**config.mk**
```make
export PLATFORM = sky130hd
export DESIGN_NAME = dec_timer
export DESIGN_NICKNAME = d
export VERILOG_FILES = /design/src/rtl/dec_timer.sv
export SDC_FILE = /design/constraint.sdc
export NUM_CORES = 1
export LEC_CHECK = 0
export ABC_CLOCK_PERIOD_IN_PS = 6600
export CAP_MARGIN = 20
export CORE_ASPECT_RATIO = 1.2
export CORE_MARGIN = 3
export CORE_UTILIZATION = 66
export CTS_BUF_LIST = sky130_fd_sc_hd__clkbuf_8
export CTS_CLUSTER_SIZE = 8
export DETAILED_ROUTE_END_ITERATION = 16
export DONT_BUFFER_PORTS = 1
export PLACE_DENSITY = 0.79
export SYNTH_ARGS = -nofsm -noshare
export SYNTH_HDL_FRONTEND = slang
export SYNTH_SLANG_ARGS = --single-unit
```
**constraint.sdc**
```tcl
create_clock -name clk -period 6.6 [get_ports clk]
set_clock_uncertainty 0.15 [all_clocks]
set_input_delay 0.33 -clock clk [delete_from_list [all_inputs] [get_ports clk]]
set_output_delay 0.33 -clock clk [all_outputs]
set_load 0.01 [all_outputs]
```
**src/rtl/dec_timer.sv**
```systemverilog
module dec_timer #(
  parameter int W = 32
) (
  input  logic         clk,
  input  logic         rst_n,
  input  logic         tick_en,
  input  logic         wr_en,
  input  logic [W-1:0] wr_data,
  input  logic [1:0]   mode_sel,
  input  logic         sts_clr,
  output logic [W-1:0] count,
  output logic         status,
  output logic         irq
);
  localparam logic [W-1:0] ALL_ONES = '1;
  localparam int TOP = W - 1;

  logic [W-1:0] cnt_q, cnt_nxt;
  logic         flag_q, upd, hit_low, msb_rise, set_evt;
  logic         m_status, m_edge, m_level;

  assign m_status = (mode_sel == 2'b00);
  assign m_edge   = (mode_sel == 2'b01);
  assign m_level  = mode_sel[1];

  assign upd     = wr_en | tick_en;
  assign cnt_nxt = wr_en ? wr_data : (tick_en ? cnt_q - 1'b1 : cnt_q);

  assign hit_low  = upd && (cnt_nxt[W-1:1] == '0);
  assign msb_rise = upd && cnt_nxt[TOP] && !cnt_q[TOP];
  assign set_evt  = (m_status && hit_low) || (m_edge && msb_rise);

  always_ff @(posedge clk or negedge rst_n) begin
    if (!rst_n) begin
      cnt_q  <= ALL_ONES;
      flag_q <= 1'b0;
    end else begin
      cnt_q  <= cnt_nxt;
      flag_q <= set_evt | (flag_q & ~sts_clr);
    end
  end

  assign count  = cnt_q;
  assign status = flag_q;
  assign irq    = rst_n & (m_level ? cnt_q[TOP] : flag_q);
endmodule


```
Yosys cells after proc, flatten, opt, wreduce, memory -nomap -nowiden
Cells that the tools add are included.
- $add $sub $neg: 1
- multipliers: 0
- divide/modulo/power cells: 0
- magnitude comparators: 0
- eq/ne operators: 1
- shift-type cells: 0
- mux-type cells: 3
- bitwise gates (word level): 5
- reductions and logical operators: 10
- operator list (cell ; number):
    2-to-1 mux 32 bit ; 2
    subtractor 32 x 1 -> 32 bit, second input constant ; 1
    zero test 31 bit ; 1
    logical AND 1 bit ; 5
    AND 1 bit ; 2
    == test 2 x 1 -> 1 bit, second input constant ; 1
    zero test 2 bit ; 1
    OR 1 bit ; 2
    nonzero test 2 bit ; 1
    zero test 1 bit ; 1
    logical OR 1 bit ; 1
    2-to-1 mux 1 bit ; 1
    inverter 1 bit ; 1
- flip-flop bits (word level): 33
- bits in latches: 0
- RAM bits: 0
- ROM bits: 0
- input bits: 39
- output and inout port bits: 34
- word-level logic and storage cells: 23
- memories kept: 0

Logic depth before layout (Yosys ltp)
- word-level depth: 8
- mapped depth: 10
- mapped depth without buffers: 9

Worst setup path before layout
Ideal clock, no wire load.
- kind: reg-to-reg
- start: register cnt_q[0] (netlist: count[0])
- end: register flag_q (netlist: status)
- setup time: 0.092 ns
- data arrival time: 2.722 ns
- required time: 6.358 ns
- path slack: 3.636 ns
- cell stages (with the launch flop): 10
- path buffers: 2
- period minus slack after synthesis: 2.964 ns
- cell sequence: dfstp_2 or4b_1 buf_2 or2_2 clkbuf_1 nor4_1 xnor2_1 a31oi_1 or4_1 o31ai_2
- word-level cells in the longest chain between the ends: 8
- elaborated cells between the ends (all ways): 11
- classes of those cells: add/sub: 1; mux: 2; bitwise: 1; reduce/logical: 7
- ends and longest elaborated chain (item ; line ; text):
    start, declared ; 18 ; logic [W-1:0] cnt_q, cnt_nxt;
    start signal, assigned ; 38 ; cnt_q <= cnt_nxt;
    subtractor 32 x 1 -> 32 bit * ; 27 ; assign cnt_nxt = wr_en ? wr_data : (tick_en ? cnt_q - 1'b1 : cnt_q);
    2-to-1 mux 32 bit * (2 in a row) ; 27 ;
    zero test 31 bit or logical AND 1 bit (tied branches) ; 29, 30 ;
    logical AND 1 bit (on tied branches) ; 29, 30 ;
    logical AND 1 bit ; 31 ; assign set_evt = (m_status && hit_low) || (m_edge && msb_rise);
    logical OR 1 bit * ; 31 ;
    OR 1 bit * ; 39 ; flag_q <= set_evt | (flag_q & ~sts_clr);
    end signal, assigned ; 39 ;
    end, declared ; 19 ; logic flag_q, upd, hit_low, msb_rise, set_evt;
Mark *: on every way between the ends. The rest lies on a longest branch, timed or not. The select of a mux whose other input is x is not followed.
A chain may end at the register's enable or synchronous reset.

Final worst setup path
- start: register cnt_q[7] (netlist: count[7])
- end: register flag_q (netlist: status)
- word-level cells in the longest chain between the ends: 8
- elaborated cells between the ends (all ways): 11
- classes of those cells: add/sub: 1; mux: 2; bitwise: 1; reduce/logical: 7
- ends and longest elaborated chain (item ; line):
    subtractor 32 x 1 -> 32 bit ; 27
    2-to-1 mux 32 bit * (2 in a row) ; 27
    zero test 31 bit or logical AND 1 bit (tied branches) ; 29, 30
    logical AND 1 bit (on tied branches) ; 29, 30
    logical AND 1 bit ; 31
    logical OR 1 bit * ; 31
    OR 1 bit * ; 39
Marks and branches as above.

==> flow_summary.ini <==
[grt]
grt_pass1_vias = 2059
grt_pass1_wl_um = 10100
antenna_found_initial = 0
grt_max_degree = 44
grt_use_total_pct = 32.4
overflow = 0

[floorplan]
rows = 22
die_w_um = 59.5
ios = 73
die_h_um = 70.2
start_util_pct = 71.5
die_area_sq_mm = 0.00417
coreArea_sq_mm = 0.00317

[place]
place_inst = 265
dp.final_hpwl_um = 4230
pre_cts_slack_ns = 3.16
place_congestion = 0.838
numPortBuffers = 0

[power_and_ir_drop]
p_per_area_mw_per_mm2 = 215
irDropWorstVdd_uv = 154
p_total_mw = 0.513
p_leak_nw = 0.795

[timing]
worst_hold_slack_ns = -0.000443
finalHoldViolations = 1
period_share_pct = 53.2
final.setup.tns_ns = 0
slew_headroom_pct = 49.6
worst_pin_slew_ns = 0.752
maxSlewViolCount = 0
period_needed_ns = 3.51
clock.fmax_mhz = 285
worst_slack_ns = 3.09
setup_viol = 0
rsz0062_at_grt = no

[outcome]
violations = hold timing
status = finished, violations left

[routing]
drc_errors = 0
vias = 2044
dr.pass1.iters = 4
wl_um = 6280
vias_per_cell = 7.33
drt_iter0_drc = 274
routedWlPerCell_um = 22.5
ant_nets = 0

[clock_tree]
clock-root-buffer = clkbuf_8
worstSkewPairLatency_ns = 0.29
cts_setup_buffers = 0
cts.clk_slew.worst_paths_ns = 0.07
cts_sinks = 33
cts_tree = yes
numCtsBuffers = 5
clockBufferDepth = 2
h-tree-depth = 2

[logic_synthesis]
synth-edff-count = 0
synth_compound_area_share_pct = 17.6
synthMuxAreaShare_pct = 2.43
synth_top_family_by_area = simple AND/OR/NAND/NOR gates
synth_top_area_share_pct = 37.1
yosys-top-cells-area = dfstp_2 (37%), xnor2_1 (3.9%), nand2_1 (3.3%)
avgSynthCellArea_sq_um = 9.28
syn_inst = 244
synth_area_sq_mm = 0.00226
ys.flop_type = dfstp_2
yosysWarnings = 0
yosys.area.top_type = dfstp_2
ys_ff_latch = 33
yosys.area_share.xor_xnor_pct = 6.19
synth_fa_ha_area_share_pct = 0.552
async_flop_share_pct = 100
ys_seq_area_share_pct = 38.2
ys_types = 55
syn_nets = 284
synthSimpleGateAreaFrac_pct = 30.3

[critical_path]
cp_max_fo = 16
endpoint_kind = flop
critPathArrivalTime_ns = 3.56
slowest_delay_ns = 0.62
worst-setup-path-type = flop to flop
path_cells = nor4_2 -> nand4b_1 -> o31a_1 -> o31ai_1 -> o2111ai_1 -> or4_1 -> o31ai_2
cp-start-kind = flop
critPathRequiredTime_ns = 6.65
crit_path_top_delay_cell = nand4b_1

[final_layout]
fin_cells = 279
final_nets = 282
drive_above_1_share_pct = 24.7
fillers = 224
syn2layout_area_growth_pct = 5.41
antenna_cells = 0

[flow_run]
cap_violations = 0

[min_path]
hold_path.class = input port to flop
layer usage:
metal | share of wire [%] | track usage, % | vias up | routed length (um)
met3 | 8.1 | 9.80 | 15 | 507
met5 | 0 | 0 | - | 0
met2 | 52 | 51.4 | 97 | 3240
met1 | 38 | 40.5 | 1011 | 2410
met4 | 1.8 | 12.1 | 0 | 112
li1 | - | - | 921 | -
cell type report:
| cell class | count | area [sq um] | area share (%) |
|---|---|---|---|
| Inverter | 9 | 33.8 | 1.42 |
| Multi-Input combinational cell | 187 | 1290 | 54.1 |
| Clock inverter | 3 | 11.3 | 0.472 |
| Clock buffer | 5 | 68.8 | 2.88 |
| Sequential cell | 33 | 866 | 36.3 |
| Tap cell | 36 | 45.0 | 1.89 |
| Timing Repair Buffer | 6 | 70.1 | 2.94 |
sequential cells by signal (all words and copies together) (netlist names):
signal,cells
status,1
count,32
cells in the final DEF, fill, tap and decap left out, drive strengths merged, types with 6 or more instances in the layout:
cell type,netlist,routed
inv,8,11
o21ai,11,11
nor4,13,13
dfstp,32,32
nand2,20,20
nor2,12,12
xor2,6,6
nor3,12,12
or3,8,8
o31ai,7,7
xnor2,10,10
a31oi,6,6
or4,13,13
through the flow:
stage          instance area, sq um  utilization [%]
2_1_floorplan                  2260                -
3_3_place_gp                   2240             70.7
3_5_place_dp                   2240             70.7
4_1_cts                        2390             75.4
5_1_grt                        2390             75.4
6_report                       2390             75.4
cell usage after synthesis, drive strengths merged, types with 2 or more instances:
cell type,n
o311ai,4
o211ai,2
o41ai,4
o21ai,11
o31ai,7
or4b,2
nor4,13
clkbuf,10
o31a,3
nand3,3
or4,13
or2,5
nand2,20
dfstp,32
xor2,6
buf,5
a21oi,4
o32ai,2
mux2,4
nor2,12
nand2b,5
inv,8
o2111ai,3
a31oi,6
nor4b,3
nand4,4
or3,8
nor3,12
nand4b,4
nor2b,3
o21a,4
xnor2,10
logic make-up (layout without fill, tap and decap cells):
family | after synthesis | after routing
buffers and inverters | 24 | 23
AO/OA/AOI/OAI | 54 | 54
multiplexers | 5 | 5
XOR/XNOR | 16 | 16
adder cells (fa/ha/maj) | 1 | 1
flip-flops | 33 | 33
AND/OR/NAND/NOR | 111 | 111
worst max-delay path, delay by kind of cell, from the launching register on:
kind	cells	cell delay, ns
simple gates	3	1.66
compound gates	4	1.20
flops	1	0.41
power breakdown:
part           internal (mW)  total [mW]  leakage (nW)  switching [mW]
combinational         0.0380      0.0837         0.393          0.0457
sequential             0.239       0.282         0.350          0.0436
clock                 0.0703       0.147        0.0519          0.0765
total                  0.347       0.513         0.795           0.166
worst paths after layout:
check,start,end,slack [ns],cells past startpoint
max,count[7],status,3.09,7
min,wr_data[27],count[27],-0.0004,2
max reg2reg,count[7],status,3.09,7
min reg2reg,count[29],count[29],0.43,2
max in group asynchronous,rst_n,count[14],5.70,2
min in group asynchronous,rst_n,status,0.35,2
what timing repair did:
| action | in CTS | in global routing |
|---|---|---|
| hold buffers | 6 | 0 |
| endpoints found under the hold margin | 43 | 0 |
| resized for setup | 0 | 0 |
No activity file was read; power rests on OpenSTA's default activity.
